File: config.mk
export PLATFORM = sky130hd
export DESIGN_NAME = rac_cmd_proc
export DESIGN_NICKNAME = d
export VERILOG_FILES = /design/src/rtl/rac_pkg.sv /design/src/rtl/rac_rx_parser.sv /design/src/rtl/rac_addr_decode.sv /design/src/rtl/rac_tx_builder.sv /design/src/rtl/rac_cmd_proc.sv
export SDC_FILE = /design/constraint.sdc
export NUM_CORES = 1
export LEC_CHECK = 0
export BUFFER_PORTS_ARGS = -buffer_cell sky130_fd_sc_hd__clkbuf_2
export CORE_ASPECT_RATIO = 1.4
export CORE_MARGIN = 5
export CORE_UTILIZATION = 25
export CTS_BUF_LIST = sky130_fd_sc_hd__clkbuf_16
export DETAILED_ROUTE_END_ITERATION = 6
export GPL_ROUTABILITY_DRIVEN = 0
export GPL_TIMING_DRIVEN = 0
export PLACE_DENSITY_LB_ADDON = 0.25
export SLEW_MARGIN = 20
export SYNTH_ARGS = -nofsm -noshare
export SYNTH_HDL_FRONTEND = slang
export SYNTH_SLANG_ARGS = --single-unit
File: constraint.sdc
create_clock -name clk_i -period 2.6 [get_ports clk_i]
set_input_delay 0.13 -clock clk_i [delete_from_list [all_inputs] [get_ports clk_i]]
set_output_delay 0.13 -clock clk_i [all_outputs]
set_load 0.02 [all_outputs]
File: src/rtl/rac_pkg.sv
package rac_pkg;
  localparam int TYPE_W    = 16;
  localparam int ADDR_W    = 32;
  localparam int DATA_W    = 32;
  localparam int CMD_W     = TYPE_W + ADDR_W + DATA_W;
  localparam int CMD_BYTES = CMD_W / 8;

  localparam logic [TYPE_W-1:0] RD_TYPE = 16'h2000;
  localparam logic [TYPE_W-1:0] WR_TYPE = 16'h2001;

  localparam logic [DATA_W-1:0] ERR_BAD_TYPE = 32'hE000_0001;
  localparam logic [DATA_W-1:0] ERR_BAD_ADDR = 32'hE000_0002;

  // select bit positions
  localparam int SEL_CORE = 0;
  localparam int SEL_CMN  = 1;
  localparam int SEL_ETH  = 2;
  localparam int SEL_PKT  = 3;
  localparam int SEL_APP  = 4;
  localparam int SEL_DAC  = 5;
  localparam int SEL_ADC  = 6;
  localparam int SEL_W    = 7;

  typedef struct packed {
    logic [TYPE_W-1:0] rtype;
    logic [ADDR_W-1:0] addr;
    logic [DATA_W-1:0] data;
  } cmd_t;

  typedef enum logic [1:0] {ST_IDLE, ST_BUS, ST_RESP} fsm_e;
endpackage

File: src/rtl/rac_rx_parser.sv
module rac_rx_parser
  import rac_pkg::*;
#(
  parameter int          PORT_W   = 16,
  parameter logic [15:0] UDP_PORT = 16'd1001
) (
  input  logic              clk_i,
  input  logic              rst_ni,
  input  logic              en_i,
  input  logic              valid_i,
  input  logic [7:0]        data_i,
  input  logic              last_i,
  input  logic [PORT_W-1:0] port_i,
  output logic              ready_o,
  output logic              cmd_valid_o,
  output cmd_t              cmd_o
);
  localparam int CNT_W = $clog2(CMD_BYTES + 1);
  localparam logic [CNT_W-1:0] FULL = CNT_W'(CMD_BYTES);

  logic [CMD_W-1:0] shift_q;
  logic [CNT_W-1:0] cnt_q, cnt_nx;
  logic             bad_q, bad_nx, fire, room;

  assign ready_o = en_i & ~cmd_valid_o;
  assign fire    = valid_i & ready_o;
  assign room    = cnt_q < FULL;
  assign cnt_nx  = room ? cnt_q + 1'b1 : cnt_q;
  assign bad_nx  = bad_q | (port_i != PORT_W'(UDP_PORT));
  assign cmd_o   = cmd_t'(shift_q);

  always_ff @(posedge clk_i or negedge rst_ni) begin
    if (!rst_ni) begin
      shift_q     <= '0;
      cnt_q       <= '0;
      bad_q       <= 1'b0;
      cmd_valid_o <= 1'b0;
    end else begin
      cmd_valid_o <= 1'b0;
      if (fire) begin
        if (room) shift_q <= {shift_q[CMD_W-9:0], data_i};
        if (last_i) begin
          cmd_valid_o <= ~bad_nx & (cnt_nx == FULL);
          cnt_q       <= '0;
          bad_q       <= 1'b0;
        end else begin
          cnt_q <= cnt_nx;
          bad_q <= bad_nx;
        end
      end
    end
  end
endmodule

File: src/rtl/rac_addr_decode.sv
module rac_addr_decode
  import rac_pkg::*;
(
  input  logic [ADDR_W-1:0] addr_i,
  output logic [SEL_W-1:0]  sel_o,
  output logic              hit_o
);
  logic [3:0] region, sub;
  assign region = addr_i[ADDR_W-1 -: 4];
  assign sub    = addr_i[ADDR_W-5 -: 4];

  always_comb begin
    sel_o = '0;
    case (region)
      4'h0, 4'h1: sel_o[SEL_CORE] = 1'b1;
      4'h2: begin
        case (sub)
          4'h0: sel_o[SEL_CMN] = 1'b1;
          4'h1: sel_o[SEL_ETH] = 1'b1;
          4'h2: sel_o[SEL_PKT] = 1'b1;
          4'h4, 4'h5, 4'h6, 4'h7,
          4'h8, 4'h9, 4'hA, 4'hB: sel_o[SEL_APP] = 1'b1;
          4'hC: sel_o[SEL_DAC] = 1'b1;
          4'hD: sel_o[SEL_ADC] = 1'b1;
          default: ;
        endcase
      end
      default: ;
    endcase
    hit_o = |sel_o;
  end
endmodule

File: src/rtl/rac_tx_builder.sv
module rac_tx_builder
  import rac_pkg::*;
(
  input  logic       clk_i,
  input  logic       rst_ni,
  input  logic       start_i,
  input  cmd_t       payload_i,
  input  logic       ready_i,
  output logic       valid_o,
  output logic [7:0] data_o,
  output logic       last_o
);
  localparam int IDX_W = $clog2(CMD_BYTES);
  localparam logic [IDX_W-1:0] LAST_IDX = IDX_W'(CMD_BYTES - 1);

  logic [CMD_W-1:0] buf_q;
  logic [IDX_W-1:0] idx_q;
  logic [7:0]       bytes [CMD_BYTES];

  for (genvar g = 0; g < CMD_BYTES; g++) begin : g_byte
    assign bytes[g] = buf_q[CMD_W-1-8*g -: 8];
  end

  assign data_o = bytes[idx_q];
  assign last_o = valid_o & (idx_q == LAST_IDX);

  always_ff @(posedge clk_i or negedge rst_ni) begin
    if (!rst_ni) begin
      buf_q   <= '0;
      idx_q   <= '0;
      valid_o <= 1'b0;
    end else if (start_i) begin
      buf_q   <= payload_i;
      idx_q   <= '0;
      valid_o <= 1'b1;
    end else if (valid_o && ready_i) begin
      if (idx_q == LAST_IDX) valid_o <= 1'b0;
      else                   idx_q   <= idx_q + 1'b1;
    end
  end
endmodule

File: src/rtl/rac_cmd_proc.sv
module rac_cmd_proc
  import rac_pkg::*;
#(
  parameter int          PORT_W   = 16,
  parameter logic [15:0] UDP_PORT = 16'd1001
) (
  input  logic              clk_i,
  input  logic              rst_ni,
  input  logic              rx_valid_i,
  input  logic [7:0]        rx_data_i,
  input  logic              rx_last_i,
  input  logic [PORT_W-1:0] rx_port_i,
  output logic              rx_ready_o,
  output logic              tx_valid_o,
  output logic [7:0]        tx_data_o,
  output logic              tx_last_o,
  output logic [PORT_W-1:0] tx_port_o,
  input  logic              tx_ready_i,
  output logic              bus_req_o,
  output logic              bus_we_o,
  output logic [ADDR_W-1:0] bus_addr_o,
  output logic [DATA_W-1:0] bus_wdata_o,
  output logic [SEL_W-1:0]  bus_sel_o,
  input  logic              bus_ack_i,
  input  logic [DATA_W-1:0] bus_rdata_i
);
  fsm_e             state_q;
  cmd_t             cmd_w, cmd_q, tx_payload;
  logic             cmd_valid, hit, type_rd, type_wr, type_ok;
  logic             tx_start, tx_done, we_q;
  logic [SEL_W-1:0] sel_w, sel_q;

  rac_rx_parser #(.PORT_W(PORT_W), .UDP_PORT(UDP_PORT)) u_parser (
    .clk_i, .rst_ni,
    .en_i       (state_q == ST_IDLE),
    .valid_i    (rx_valid_i),
    .data_i     (rx_data_i),
    .last_i     (rx_last_i),
    .port_i     (rx_port_i),
    .ready_o    (rx_ready_o),
    .cmd_valid_o(cmd_valid),
    .cmd_o      (cmd_w)
  );

  rac_addr_decode u_dec (.addr_i(cmd_w.addr), .sel_o(sel_w), .hit_o(hit));

  assign type_rd = cmd_w.rtype == RD_TYPE;
  assign type_wr = cmd_w.rtype == WR_TYPE;
  assign type_ok = type_rd | type_wr;

  always_comb begin
    tx_start   = 1'b0;
    tx_payload = cmd_w;
    case (state_q)
      ST_IDLE: if (cmd_valid && !(type_ok && hit)) begin
        tx_start   = 1'b1;
        tx_payload = {cmd_w.rtype, cmd_w.addr, type_ok ? ERR_BAD_ADDR : ERR_BAD_TYPE};
      end
      ST_BUS: if (bus_ack_i && !we_q) begin
        tx_start   = 1'b1;
        tx_payload = {cmd_q.rtype, cmd_q.addr, bus_rdata_i};
      end
      default: ;
    endcase
  end

  rac_tx_builder u_tx (
    .clk_i, .rst_ni,
    .start_i  (tx_start),
    .payload_i(tx_payload),
    .ready_i  (tx_ready_i),
    .valid_o  (tx_valid_o),
    .data_o   (tx_data_o),
    .last_o   (tx_last_o)
  );

  assign tx_done = tx_valid_o & tx_ready_i & tx_last_o;

  always_ff @(posedge clk_i or negedge rst_ni) begin
    if (!rst_ni) begin
      state_q <= ST_IDLE;
      cmd_q   <= '0;
      sel_q   <= '0;
      we_q    <= 1'b0;
    end else begin
      case (state_q)
        ST_IDLE: if (cmd_valid) begin
          cmd_q   <= cmd_w;
          sel_q   <= sel_w;
          we_q    <= type_wr;
          state_q <= (type_ok && hit) ? ST_BUS : ST_RESP;
        end
        ST_BUS:  if (bus_ack_i) state_q <= we_q ? ST_IDLE : ST_RESP;
        ST_RESP: if (tx_done)   state_q <= ST_IDLE;
        default: state_q <= ST_IDLE;
      endcase
    end
  end

  assign bus_req_o   = state_q == ST_BUS;
  assign bus_we_o    = we_q;
  assign bus_addr_o  = cmd_q.addr;
  assign bus_wdata_o = cmd_q.data;
  assign bus_sel_o   = bus_req_o ? sel_q : '0;
  assign tx_port_o   = PORT_W'(UDP_PORT);
endmodule

After elaboration in Yosys (flattened, before gate mapping)
Cells that the tools add are included.
{"block": "totals", "regBits": 261, "latch_bits": 0, "mem_bits_rw": 0, "mem_bits_ro": 0, "input_bits": 62, "output_inout_bits": 100, "memories": 0}
{"block": "classes", "add_sub_neg": 2, "n_mul": 0, "n_div": 0, "magnitude_cmp": 2, "n_eq_ne": 25, "n_shift": 0, "mux": 36, "n_bitwise": 11, "reduce_logical": 19}
{"op": "$pmux 80 s2", "count": 1}
{"op": "$mux 80", "count": 1}
{"op": "$bmux 8 s4", "count": 1}
{"op": "$eq 16x14->1 const B", "count": 2}
{"op": "$eq 4x4->1 const B", "count": 8}
{"op": "$mux 32", "count": 1}
{"op": "$mux 4", "count": 5}
{"op": "$eq 4x3->1 const B", "count": 4}
{"op": "$mux 8", "count": 2}
{"op": "$ne 16x10->1 const B", "count": 1}
{"op": "$mux 1", "count": 15}
{"op": "$mux 2", "count": 6}
{"op": "$add 4x1->4 const B", "count": 2}
{"op": "$eq 4x1->1 const B", "count": 2}
{"op": "$eq 4x2->1 const B", "count": 2}
{"op": "$logic_not 4->1", "count": 2}
{"op": "$reduce_and 2->1", "count": 4}
{"op": "$reduce_or 8->1", "count": 1}
{"op": "$mux 7", "count": 1}
{"op": "$reduce_or 7->1", "count": 1}
{"op": "$and 1x1->1", "count": 6}
{"op": "$mux 6", "count": 1}
{"op": "$ne 2x2->1 const B", "count": 3}
{"op": "$pmux 2 s3", "count": 1}
{"op": "15 further kinds", "count": 22}

Longest topological paths before layout
Gate-level depths: netlist (run 1).
{"block": "depth", "depth_word": 12, "mapped_depth": 9, "mapped_depth_nobuf": 7}

Modules after synthesis
Synthesis (run 1) repeated with hierarchy kept, for this count alone.
{"block": "hier_totals", "cells_unflattened": 1081, "hier_area_um2": 12585.8}
{"module": "rac_cmd_proc", "instances": 1, "cells_each": 589, "area_per_inst_um2": 5118.7}
{"module": "rac_tx_builder", "instances": 1, "cells_each": 265, "area_per_inst_um2": 3887.5}
{"module": "rac_rx_parser", "instances": 1, "cells_each": 210, "area_per_inst_um2": 3452.1}
{"module": "rac_addr_decode", "instances": 1, "cells_each": 17, "area_per_inst_um2": 127.6}

Worst setup path before layout (run 1)
Ideal clock, no wire load.
{"block": "synth_timing", "path_type": "reg-to-reg", "startpoint": "reg state_q[0]", "endpoint": "reg u_parser.shift_q[75] (netlist: u_parser.cmd_o[75])", "setup_time_ns": 0.125, "t_arrival_ns": 2.029, "slack_ns": 0.446, "stages_incl_launch_ff": 7, "synth_period_minus_slack_ns": 2.154, "cell_sequence": "dfrtp_1 -> nor3_1 -> and2_1 -> nand2_1 -> clkbuf_1 -> clkbuf_1 -> mux2_2"}
{"block": "synth_between", "elab_chain_len": 4}
{"item": "start: declaration", "line_no": "rac_cmd_proc.sv:27", "rtl": "fsm_e state_q;"}
{"item": "start signal: assignment", "line_no": "rac_cmd_proc.sv:91", "rtl": "state_q <= (type_ok && hit) ? ST_BUS : ST_RESP;"}
{"item": "start signal: assignment", "line_no": "rac_cmd_proc.sv:93", "rtl": "ST_BUS: if (bus_ack_i) state_q <= we_q ? ST_IDLE : ST_RESP;"}
{"item": "$logic_not 2->1", "line_no": "rac_cmd_proc.sv:35", "rtl": ".en_i (state_q == ST_IDLE),"}
{"item": "$and 1x1->1", "line_no": "rac_rx_parser.sv:25", "rtl": "assign ready_o = en_i & ~cmd_valid_o;"}
{"item": "via rx_ready_o", "line_no": "rac_cmd_proc.sv:13", "rtl": "output logic rx_ready_o,"}
{"item": "$and 1x1->1", "line_no": "rac_rx_parser.sv:26", "rtl": "assign fire = valid_i & ready_o;"}
{"item": "$reduce_and 2->1 (no line)"}
{"item": "end signal: assignment", "line_no": "rac_rx_parser.sv:41", "rtl": "if (room) shift_q <= {shift_q[CMD_W-9:0], data_i};"}
{"item": "end: declaration", "line_no": "rac_rx_parser.sv:21", "rtl": "logic [CMD_W-1:0] shift_q;"}
The timed path passes the listed nets, and every way through them passes these cells.
A chain may end at the register's enable or synchronous reset.

Worst setup path after layout (run 1)
{"block": "layout_timing", "startpoint": "reg state_q[1]", "endpoint": "reg u_tx.buf_q[62]"}
{"block": "layout_between", "elab_chain_len": 2}
{"item": "$eq 2x1->1 / $logic_not 2->1 (equally long branches)", "line_no": "rac_cmd_proc.sv:54", "rtl": "case (state_q)"}
{"item": "$pmux 80 s2 / $pmux 1 s2 (equally long branches)", "line_no": "rac_cmd_proc.sv:54"}
{"item": "end signal: assignment", "line_no": "rac_tx_builder.sv:33", "rtl": "buf_q <= payload_i;"}
{"item": "end: declaration", "line_no": "rac_tx_builder.sv:16", "rtl": "logic [CMD_W-1:0] buf_q;"}
Parallel ways exist; a longest one is shown, timed or not.

==> results of run 1 <==
[cell families (layout without fill, tap and decap cells)]
group	after synthesis	in the layout	synth area share, %
muxes	119	119	12.5
AOI/OAI and AO/OA	199	199	9.41
DFF	261	261	54.4
buffers and inverters	163	398	7.84
xor gates and xnor gates	3	3	0.219
and+or+nand+nor	436	436	15.0
other	2	16	0.0626
adders and majority gates	5	5	0.521
[through the flow]
step	TNS [ns]	area (um2)	setup slack, ns	utilization (%)
after floorplan	0	12100	0.446	-
after global placement	-1135.39	13600	-4.34	28.4
after detailed placement	-13.81	13700	-0.508	28.6
after CTS	0	15000	0.00341	31.4
after global routing	-0.0000964	15000	-0.0000964	31.5
final	0	15000	0.113	31.5
[worst reg2reg max path: stages, from the launching register on]
cell and delay, ns:
dfrtp_1 0.51, nand2b_1 0.31, or2_2 0.17, clkbuf_1 0.30, clkbuf_2 0.35, clkbuf_1 0.50
a31oi_1 0.17
[routing by layer]
metal,up-vias,GRT usage (%)
met1,4545,18.7
li1,4423,-
met5,-,0
met2,242,25.2
met3,50,1.82
met4,0,4.34
[state kept, by name, summed over array words and instances (netlist names)]
name,cells
bus_addr_o,32
bus_wdata_o,32
bus_we_o,1
cmd_q,16
sel_q,7
state_q,2
u_parser.bad_q,1
u_parser.cmd_o,80
u_parser.cmd_valid_o,1
u_parser.cnt_q,4
u_tx.buf_q,80
u_tx.idx_q,4
u_tx.valid_o,1
[cell type report]
class                   count  area, um2
inverters                   8       30.0
flip-flops and latches    261       6530
plain buffers             153        921
clock buffers              27        676
fillers                  5042      32800
well taps                 630        788
multi-input cells         778       4660
clock inverters            22        213
repair buffers            188       1210
[what timing repair did]
item                       4_1_cts  5_1_grt
hold buffers                    38        0
setup buffers                    2        0
resized for setup               17       15
hold endpoints to repair       191        0
setup endpoints to repair       89       99
[power by group]
group / switching [mW] / total (mW) / internal [mW]
clock network: 1.70 / 3.99 / 2.29
registers: 0.735 / 5.33 / 4.59
logic: 1.17 / 2.27 / 1.10
[how the worst max path moves through the flow]
stage | from | to | slack, ns | cells after the start
2_1_floorplan | state_q[0] | u_parser.cmd_o[75] | 0.45 | 6
3_3_place_gp | rst_ni | bus_addr_o[5] | -4.34 | 1
3_5_place_dp | state_q[0] | u_tx.buf_q[17] | -0.51 | 7
4_1_cts | state_q[1] | u_parser.cmd_o[78] | 0.003 | 6
5_1_grt | u_parser.cmd_o[58] | u_tx.buf_q[17] | -0.0001 | 7
6_report | state_q[1] | u_tx.buf_q[62] | 0.11 | 6
[cell usage in the layout (no fill, tap or decap), types with 3 or more instances in the layout]
cell / instances
and2_1: 9
a31oi_1: 50
clkinv_1: 5
clkbuf_2: 153
mux2i_1: 16
nand3_1: 22
o22ai_1: 9
clkbuf_16: 27
ha_1: 5
buf_2: 13
dfrtp_1: 261
nand3b_1: 3
clkbuf_1: 46
conb_1: 16
o21ai_0: 67
buf_16: 3
nor3_1: 12
dlygate4sd3_1: 38
mux2_2: 87
bufinv_16: 4
a21oi_1: 57
nor2_1: 64
clkinvlp_4: 3
nand4b_1: 3
mux4_2: 16
nand2_1: 300
nand2b_1: 3
buf_4: 83
inv_1: 10
clkinv_2: 7
[cells in the mapped netlist (3+ instances only)]
cell	number	area share [%]
o21ai_0	67	2.8
ha_1	5	0.52
nor2_1	65	2.0
nor4_1	4	0.21
a21oi_1	57	2.4
a31oi_1	50	2.6
and2_1	9	0.47
mux4_2	16	3.0
inv_1	8	0.25
buf_2	14	0.58
mux2_2	87	8.2
nand3_1	22	0.92
nand4b_1	3	0.22
buf_1	3	0.094
mux2i_1	16	1.3
o22ai_1	9	0.47
nor3_1	12	0.50
nand3b_1	3	0.19
dfrtp_1	261	54
nand2_1	302	9.4
buf_4	81	5.1
clkbuf_1	56	1.8
nand2b_1	3	0.16
==> summary.md, run 1 <==
| Metric | Value |
|---|---|
| Status | finished clean |
| Global-route wire length before repair | 60200 um |
| Min Tclk post-route | 2.49 ns |
| Maximum vdd drop | 0.378 mV |
| TritonCTS clock tree | yes |
| Die Y | 269 um |
| Met2 Wirelength | 19400 um |
| Pin count of the biggest net entering global routing | 80 |
| Root Buffer | clkbuf_16 |
| DRT antenna net count | 0 |
| Final Max Tran Viols | 0 |
| Cells after Synth | 1188 |
| Yosys warns | 0 |
| Clk_skew | 0.0297 ns |
| PwrDens | 771 mW/mm2 |
| Seq/Total Area, Yosys | 54.4% |
| FP Rows | 95 |
| Remaining global-route overflow | 0 |
| Die area | 0.0525 mm2 |
| H-tree depth | 1 |
| Leak pwr | 7.34 nW |
| Hold Crit Class | in -> reg |
| CTS max path bufs | 3 |
| Slowest CP cell | dfrtp_1 |
| Clock transition at path regs | 0.06 ns |
| Via-to-Cell Ratio | 4.48 |
| DRC | 0 |
| Reg-to-reg startpoint | state_q[1] |
| Chip width | 195 um |
| Endpoint class of the critical path | flop |
| WHS Endpoint | u_tx.buf_q[6] |
| Setup Crit Path Kind | reg -> reg |
| Hpwl dp | 29000 um |
| Worst-case reg-to-reg path depth | 6 |
| Total power | 11.6 mW |
| Clock Sinks | 261 |
| Antenna violations before repair | 0 |
| Cells along the critical path | nand2b_1, or2_2, clkbuf_1, clkbuf_2, clkbuf_1, a31oi_1 |
| Post-synth EDFFs | 0 |
| Final Hold Viols | 0 |
| Clk_lat worst skew | 0.56 ns |
| Setup crit start kind | flop |
| Cells after DPL | 1980 |
| Share of layout cells above drive strength 1 | 28.7% |
| WL/cell | 18.7 um |
| Register-to-Register Setup Slack | 0.11 ns |
| Fin crit share | 95.7% |
| DR vias | 9260 |
| Num CTS Buffers | 27 |
| Post-synthesis async set-or-reset flop share | 100% |
| Routed length on met1 | 16600 um |
| Setup-failing EPs final | 0 |
| Fmax | 402 MHz |
| Slew margin rel. | 52.0% |
| CP delay by family, top | buffers and inverters |
| DR top layer | met4 |
| DRT Wirelength | 38700 um |
| Io pins | 162 |
| Hold_sp | bus_rdata_i[6] |
| Synth Area per Inst | 10.1 um2 |
| Area delta synth->final | 25.2% |
| Core area | 0.0478 mm2 |
| Overall routing resource usage | 14.5% |
| Worst r2r dst | u_tx.buf_q[62] |
| Drt pass-1 iters | 5 |
| CP Data Arrival Time | 2.87 ns |
| FF+latch count, synth | 261 |
| CP Buf/Inv Count | 3 |
| Peak fanout along the critical path | 10 |
| Layout Nets | 1484 |
| Required @ worst endpoint | 2.99 ns |
| MaxCap Viol Count | 0 |
| Vias in the first global route | 9676 |
| Crit path largest cell delay | 0.51 ns |
| Main flop type after synthesis | dfrtp_1 |
| Worst Tran Pin Value | 0.720 ns |
| Cell mode on critical path | clkbuf_1 |
| Post-Syn Area | 0.0120 mm2 |
| Met3 Wirelength | 1710 um |
| Drt initial violations | 456 |
| Synth unique cells | 49 |
| Ant. Diodes | 0 |
| Initial Utilization | 25.1% |
| Worst Hold Margin | 0.0737 ns |
| Non-Filler Instances | 2067 |
| Buffers on Ports | 145 |
| WHS Path Cells | 4 |
No activity file was read; power rests on OpenSTA's default activity.
==> run 2: changes to the inputs <==
--- a/config.mk
+++ b/config.mk
@@ -5,6 +5,7 @@
 export SDC_FILE = /design/constraint.sdc
 export NUM_CORES = 1
 export LEC_CHECK = 0
+export ABC_AREA = 1
 export BUFFER_PORTS_ARGS = -buffer_cell sky130_fd_sc_hd__clkbuf_2
 export CORE_ASPECT_RATIO = 1.4
 export CORE_MARGIN = 5
@@ -13,7 +14,6 @@
 export DETAILED_ROUTE_END_ITERATION = 6
 export GPL_ROUTABILITY_DRIVEN = 0
 export GPL_TIMING_DRIVEN = 0
-export PLACE_DENSITY_LB_ADDON = 0.25
 export SLEW_MARGIN = 20
 export SYNTH_ARGS = -nofsm -noshare
 export SYNTH_HDL_FRONTEND = slang
==> run 2 against run 1 <==
Fmax shrank 0.29%. Sequential share of layout area shrank 0.93 points. Cell count up 12%. Non-clock buffer count grew 5. Core utilization barely moved. Clock skew is 0.013 ns lower. Highest routed layer unchanged.
==> summary.md, run 2 <==
| Metric | Value |
|---|---|
| Status | finished clean |
| H-tree depth | 1 (unchanged) |
| Setup Crit Path Kind | reg -> out |
| Final Max Tran Viols | 0 (unchanged) |
| DP Area | 0.0140 mm2 (+2.4%) |
| Setup bufs post-CTS | 0 (-2) |
| Synth Area in Simple Gates | 16.2% (+1.1 points) |
| Antenna violations before repair | 0 (unchanged) |
| Cells after DPL | 2211 (+12%) |
| Slew margin rel. | 54.4% (+2.3 points) |
| Num CTS Buffers | 29 (+7.4%) |
| WL/cell | 16.6 um (-11%) |
| Commonest non-fill, non-tap cells in the layout | nand2_1, dfrtp_1, o21ai_0, clkbuf_2, inv_1 |
| Compound-cell area share of the yosys netlist | 16.8% (+7.3 points) |
| Crit path largest cell delay | 0.37 ns (-0.14 ns) |
| Post-Syn Area | 0.0123 mm2 (+2.7%) |
| Synth Area per Inst | 8.73 um2 (-14%) |
| Comb pwr share | 21.2% (+1.6 points) |
| Leak pwr | 7.50 nW (+2.3%) |
| Peak fanout along the critical path | 10 (unchanged) |
| Endpoint class of the critical path | output port |
| Vias in the first global route | 10.5k (+8.9%) |
| FP Rows | 96 (+1.1%) |
| Yosys warns | 0 (unchanged) |
| Dominant combinational cell family by area after synthesis | compound AO/OA/AOI/OAI gates |
| Buffers on Ports | 145 (unchanged) |
| Initial Utilization | 25.2% (+0.088 points) |
| Synth Area in Adders | 0.508% (-0.014 points) |
| Core Util, Final | 31.4% (-0.034 points) |
| Main flop type after synthesis | dfrtp_1 |
| Ant. Diodes | 0 (unchanged) |
| RSZ-0062 raised after global routing | false |
| Post-synth EDFFs | 0 (unchanged) |
| DR vias | 10.3k (+11%) |
| Seq/Total Area, Yosys | 53.0% (-1.4 points) |
| Worst Hold Margin | 0.116 ns (+0.0423 ns) |
| Global-route wire length before repair | 59800 um (-0.70%) |
| Min Tclk post-route | 2.49 ns (+0.00714 ns) |
| Chip width | 198 um (+1.3%) |
| Area contributors post-synth | dfrtp_1, nand2_1, o21ai_0 |
| Commonest cells in the netlist | nand2_1, dfrtp_1, o21ai_0 |
| Overall routing resource usage | 13.9% (-0.60 points) |
| Pin count of the biggest net entering global routing | 86 (+7.5%) |
| Dominant cell by count in the synthesized netlist | nand2_1 |
| Remaining global-route overflow | 0 (unchanged) |
| Final Cell Area | 0.0154 mm2 (+2.2%) |
| Synth area leader | dfrtp_1 |
| Final Hold Viols | 0 (unchanged) |
| Area share of the largest cell type after synthesis | 53.0% (-1.4 points) |
| Post-synthesis xor/xnor area fraction | 0.213% (-0.0057 points) |
| Clk_lat worst skew | 0.56 ns (about the same) |
| Drt pass-1 iters | 5 (unchanged) |
| Clock Sinks | 261 (unchanged) |
| Hold Crit Class | in -> async |
| FF+latch count, synth | 261 (unchanged) |
| Layout Nets | 1713 (+15%) |
| Sequential share of power | 41.6% (-4.4 points) |
| MaxCap Viol Count | 0 (unchanged) |
| TNS Setup | 0 ns (unchanged) |
| Required @ worst endpoint | 2.47 ns (-0.52 ns) |
| Cells along the critical path | clkbuf_4, buf_2, mux2i_1, o221ai_1, nand3_1, o21ai_0, clkbuf_2 |
| Via-to-Cell Ratio | 4.47 (-0.15%) |
| CP Data Arrival Time | 2.36 ns (-0.51 ns) |
| Total power | 10.8 mW (-6.3%) |
| CTS max path bufs | 3 (unchanged) |
| PwrDens | 706 mW/mm2 (-8.4%) |
| Clock transition at path regs | 0.06 ns (about the same) |
| Die Y | 273 um (+1.3%) |
| Fin crit share | 95.9% (+0.27 points) |
| Commonest non-fill, non-tap cell in the layout | nand2_1 |
| Die area | 0.0539 mm2 (+2.6%) |
| Share of layout cells above drive strength 1 | 24.2% (-4.5 points) |
| Final worst slack | 0.106 ns (-0.00714 ns) |
| DRT antenna net count | 0 (unchanged) |
| Setup crit start kind | flop |
| Non-Filler Instances | 2306 (+12%) |
| Core area | 0.0489 mm2 (+2.3%) |
| TritonCTS clock tree | yes |
| Maximum vdd drop | 0.491 mV (+30%) |
| Fmax | 401 MHz (-0.29%) |
| Area delta synth->final | 24.7% |
| Setup-failing EPs final | 0 (unchanged) |
| Switch Pwr | 3.45 mW (-4.2%) |
| Cells after Synth | 1412 (+19%) |
| Worst Tran Pin Value | 0.684 ns (-0.0352 ns) |
| Clk pwr share | 37.2% (+2.8 points) |
| DRC | 0 (unchanged) |
| Clk_skew | 0.0166 ns (-0.0131 ns) |
| Drt initial violations | 757 (+66%) |
| Synth unique cells | 41 (-16%) |
| Slowest CP cell | dfrtp_1 |
| Switching Share | 31.8% (+0.73 points) |
| Root Buffer | clkbuf_16 |
| Hpwl dp | 29300 um (+1.3%) |
| DRT Wirelength | 38300 um (-1.1%) |
| Post-synthesis async set-or-reset flop share | 100% (unchanged) |
| Post-synthesis mux area share | 0.406% (-12 points) |
| Pre-CTS setup slack | 0.322 ns (+0.830 ns) |
| Io pins | 162 (unchanged) |
| Int Power | 7.40 mW (-7.3%) |
## run 2: final timing paths
path	cells past startpoint	to	start	slack (ns)
max in group asynchronous	4	u_parser.cmd_o[8]	rst_ni	1.38
hold / removal	2	u_tx.buf_q[60]	rst_ni	0.12
min in group clk_i	5	u_tx.buf_q[29]	bus_rdata_i[29]	0.12
setup / recovery	7	tx_data_o[7]	u_tx.idx_q[0]	0.11
hold reg to reg	2	u_tx.buf_q[3]	u_tx.buf_q[3]	0.47
setup reg to reg	9	u_parser.cmd_valid_o	state_q[1]	0.33
## run 2: worst max-delay path: cells and delay by family, from the launching register on
kind                   cells  cell delay (ns)
buffers and inverters      3             0.68
DFF                        1             0.37
muxes                      1             0.35
AOI/OAI and AO/OA          2             0.28
and+or+nand+nor            1             0.12
## run 2: power by group through the flow
stage	clock [mW]	combinational, mW	sequential, mW
floorplan	0	1.38	4.53
global placement	0	2.11	4.58
detailed placement	0	2.16	4.59
CTS	4.12	2.24	4.51
global route	4.30	2.53	4.54
finish	4.03	2.30	4.51
## run 2: cell type report
cell class	instances	area, um2
Timing Repair Buffer	189	1230
Tap cell	637	797
Clock inverter	25	208
Fill cell	5118	33500
Multi-Input combinational cell	873	4250
Inverter	135	509
Buffer	157	1100
Clock buffer	29	726
Sequential cell	261	6530
## run 2: logic make-up after synthesis
family                   after synthesis
AO/OA/AOI/OAI                        369
XOR/XNOR                               3
adder cells (fa/ha/maj)                5
buffers and inverters                292
flip-flops                           261
multiplexers                           5
other                                  2
AND/OR/NAND/NOR                      475
## run 2: repair_timing
action,4_1_cts,5_1_grt
pin swaps,0,5
endpoints found under the hold margin,146,0
resized for setup,8,23
setup endpoints to repair,7,5
cloned,0,0
hold buffers,41,0
## run 2: metal layers
metal / global-route usage (%) / vias to the layer above / share of wire [%]
li1: - / 4943 / -
met1: 17.8 / 4949 / 42
met2: 24.0 / 365 / 49
met3: 2.03 / 58 / 5.6
met4: 4.30 / 0 / 2.8
met5: 0 / - / 0
==> run 3: changes to the inputs <==
--- a/config.mk
+++ b/config.mk
@@ -13,7 +13,6 @@
 export CTS_BUF_LIST = sky130_fd_sc_hd__clkbuf_16
 export DETAILED_ROUTE_END_ITERATION = 6
 export GPL_ROUTABILITY_DRIVEN = 0
-export GPL_TIMING_DRIVEN = 0
 export SLEW_MARGIN = 20
 export SYNTH_ARGS = -nofsm -noshare
 export SYNTH_HDL_FRONTEND = slang
==> run 3 against run 2 <==
Worst hold slack got worse by 0.10 ns. Die area unchanged. Via count is 7.2% lower. Sequential power about the same. Cell area down 6.2%. Combinational power is 5% lower.
==> summary.md, run 3 (synthesized netlist as in run 2, its figures left out) <==
| Metric | Value |
|---|---|
| Status | finished clean |
| Setup Crit Path Kind | reg -> out |
| Total power | 10.5 mW (-3.0%) |
| Drt initial violations | 686 (-9.4%) |
| Global-route wire length before repair | 55400 um (-7.3%) |
| CP Data Arrival Time | 2.37 ns (about the same) |
| Pin count of the biggest net entering global routing | 168 (+95%) |
| Cells after DPL | 2077 (-6.1%) |
| H-tree depth | 1 (unchanged) |
| Commonest non-fill, non-tap cells in the layout | nand2_1, dfrtp_1, o21ai_0, clkbuf_2, inv_1 |
| Hold Crit Class | in -> reg |
| DRT antenna net count | 0 (unchanged) |
| Endpoint class of the critical path | output port |
| FP Rows | 96 (unchanged) |
| Non-Filler Instances | 2173 (-5.8%) |
| Clk_skew | 0.0261 ns (+0.00950 ns) |
| Layout Nets | 1579 (-7.8%) |
| Antenna violations before repair | 2 (+2) |
| Slew margin rel. | 55.8% (+1.4 points) |
| Root Buffer | clkbuf_16 |
| Maximum vdd drop | 0.561 mV (+14%) |
| Peak fanout along the critical path | 12 (+2) |
| Hpwl dp | 25200 um (-14%) |
| Remaining global-route overflow | 0 (unchanged) |
| Overall routing resource usage | 12.7% (-1.1 points) |
| Clk_lat worst skew | 0.56 ns (about the same) |
| WHS Path Cells | 5 |
| Final Cell Area | 0.0144 mm2 (-6.2%) |
| Die Y | 273 um (unchanged) |
| Final Hold Viols | 0 (unchanged) |
| Setup-failing EPs final | 0 (unchanged) |
| Final Max Tran Viols | 0 (unchanged) |
| WL/cell | 16.0 um (-3.6%) |
| Ant. Diodes | 0 (unchanged) |
| DRC | 0 (unchanged) |
| Chip width | 198 um (unchanged) |
| Required @ worst endpoint | 2.47 ns (about the same) |
| Area delta synth->final | 16.9% |
| Core area | 0.0489 mm2 (unchanged) |
| RSZ-0062 raised after global routing | false |
| DR vias | 9577 (-7.2%) |
| Worst r2r dst | u_parser.cmd_o[20] |
| Filler instances | 5197 (+1.5%) |
| Hold_sp | rx_port_i[14] |
| Via-to-Cell Ratio | 4.41 (-1.5%) |
| Commonest non-fill, non-tap cell in the layout | nand2_1 |
| Worst-case reg-to-reg path depth | 8 (-1) |
| Reg-to-reg startpoint | state_q[1] |
| Clock transition at path regs | 0.06 ns (about the same) |
| MaxCap Viol Count | 0 (unchanged) |
| Setup crit start | u_tx.idx_q[2] |
| WHS Endpoint | u_parser.bad_q |
| Die area | 0.0539 mm2 (unchanged) |
| Register-to-Register Setup Slack | 0.26 ns (-0.07 ns) |
| Worst Tran Pin Value | 0.663 ns (-0.0212 ns) |
| Share of layout cells above drive strength 1 | 19.5% (-4.7 points) |
| Setup crit start kind | flop |
| Io pins | 162 (unchanged) |
| Initial Utilization | 25.2% (unchanged) |
| Setup bufs post-CTS | 0 (unchanged) |
| Buffers on Ports | 145 (unchanged) |
| TritonCTS clock tree | yes |
| Core Util, Final | 29.5% (-1.9 points) |
| Drt pass-1 iters | 6 (+1) |
| PwrDens | 731 mW/mm2 (+3.4%) |
| Fmax | 400 MHz (-0.31%) |
| DP Area | 0.0131 mm2 (-6.3%) |
| DRT Wirelength | 34800 um (-9.2%) |
| CTS max path bufs | 3 (unchanged) |
| Num CTS Buffers | 30 (+3.4%) |
| TNS Setup | 0 ns (unchanged) |
| Fin crit share | 96.2% (+0.30 points) |
| Leak pwr | 6.93 nW (-7.6%) |
| Min Tclk post-route | 2.50 ns (+0.00781 ns) |
| Vias in the first global route | 9537 (-9.5%) |
| Clock Sinks | 261 (unchanged) |
[run 3: changes by cell type in the layout (fill, tap and decap cells not counted), moves of 4 or more]
| cell | previous run | this run |
|---|---|---|
| buf_4 | 87 | 19 |
| clkbuf_1 | 27 | 0 |
| buf_2 | 20 | 0 |
| buf_6 | 11 | 0 |
| inv_1 | 124 | 130 |
| o21ai_0 | 227 | 231 |
| o21ai_1 | 57 | 53 |
[run 3: timing repair]
| action | CTS | global route |
|---|---|---|
| hold endpoints to repair | 253 | 0 |
| endpoints found under the setup margin | 0 | 6 |
| gates resized for setup | 0 | 5 |
| hold buffers | 40 | 0 |
[run 3: where the power goes]
group | internal [mW] | switching [mW] | leakage [nW]
Sequential | 4.31 | 0.227 | 3.25
Clock | 2.09 | 1.71 | 0.463
Combinational | 0.697 | 1.49 | 3.22
Total | 7.10 | 3.42 | 6.93
[run 3: cell type report]
type | instances | area [um2] | area share (%)
clock buffers | 30 | 751 | 5.21
clock inverters | 26 | 135 | 0.938
inverters | 135 | 513 | 3.56
multi-input cells | 873 | 4270 | 29.6
flip-flops and latches | 261 | 6530 | 45.3
well taps | 637 | 797 | 5.53
repair buffers | 211 | 1410 | 9.81
[run 3: per-stage QoR]
stage,hold WS [ns],setup WS [ns]
global placement,0.0632,0.231
finish,0.0137,0.0977
detailed placement,0.0607,0.219
global route,0.0742,0.00288
CTS,0.00888,0.0348
floorplan,-0.166,0.811
[run 3: worst max-delay path by stage]
stage	depth (start not counted)	to	slack, ns
2_1_floorplan	5	tx_data_o[6]	0.81
3_3_place_gp	8	u_parser.cmd_o[20]	0.23
3_5_place_dp	8	u_parser.cmd_o[20]	0.22
4_1_cts	5	tx_data_o[0]	0.03
5_1_grt	7	tx_data_o[2]	0.003
6_report	5	tx_data_o[4]	0.1
[run 3: critical path, stage by stage, from the launching register on]
cell        delay [ns]
dfrtp_1           0.68
clkinvlp_4        0.40
o221ai_1          0.21
nand3_1           0.15
o21ai_0           0.15
clkbuf_2          0.22
[run 3: layer usage]
metal / global-route usage, % / routed length [um]
met5: 0 / 27
met4: 2.79 / 604
met3: 2.02 / 1860
met2: 21.2 / 16700
met1: 17.5 / 15600
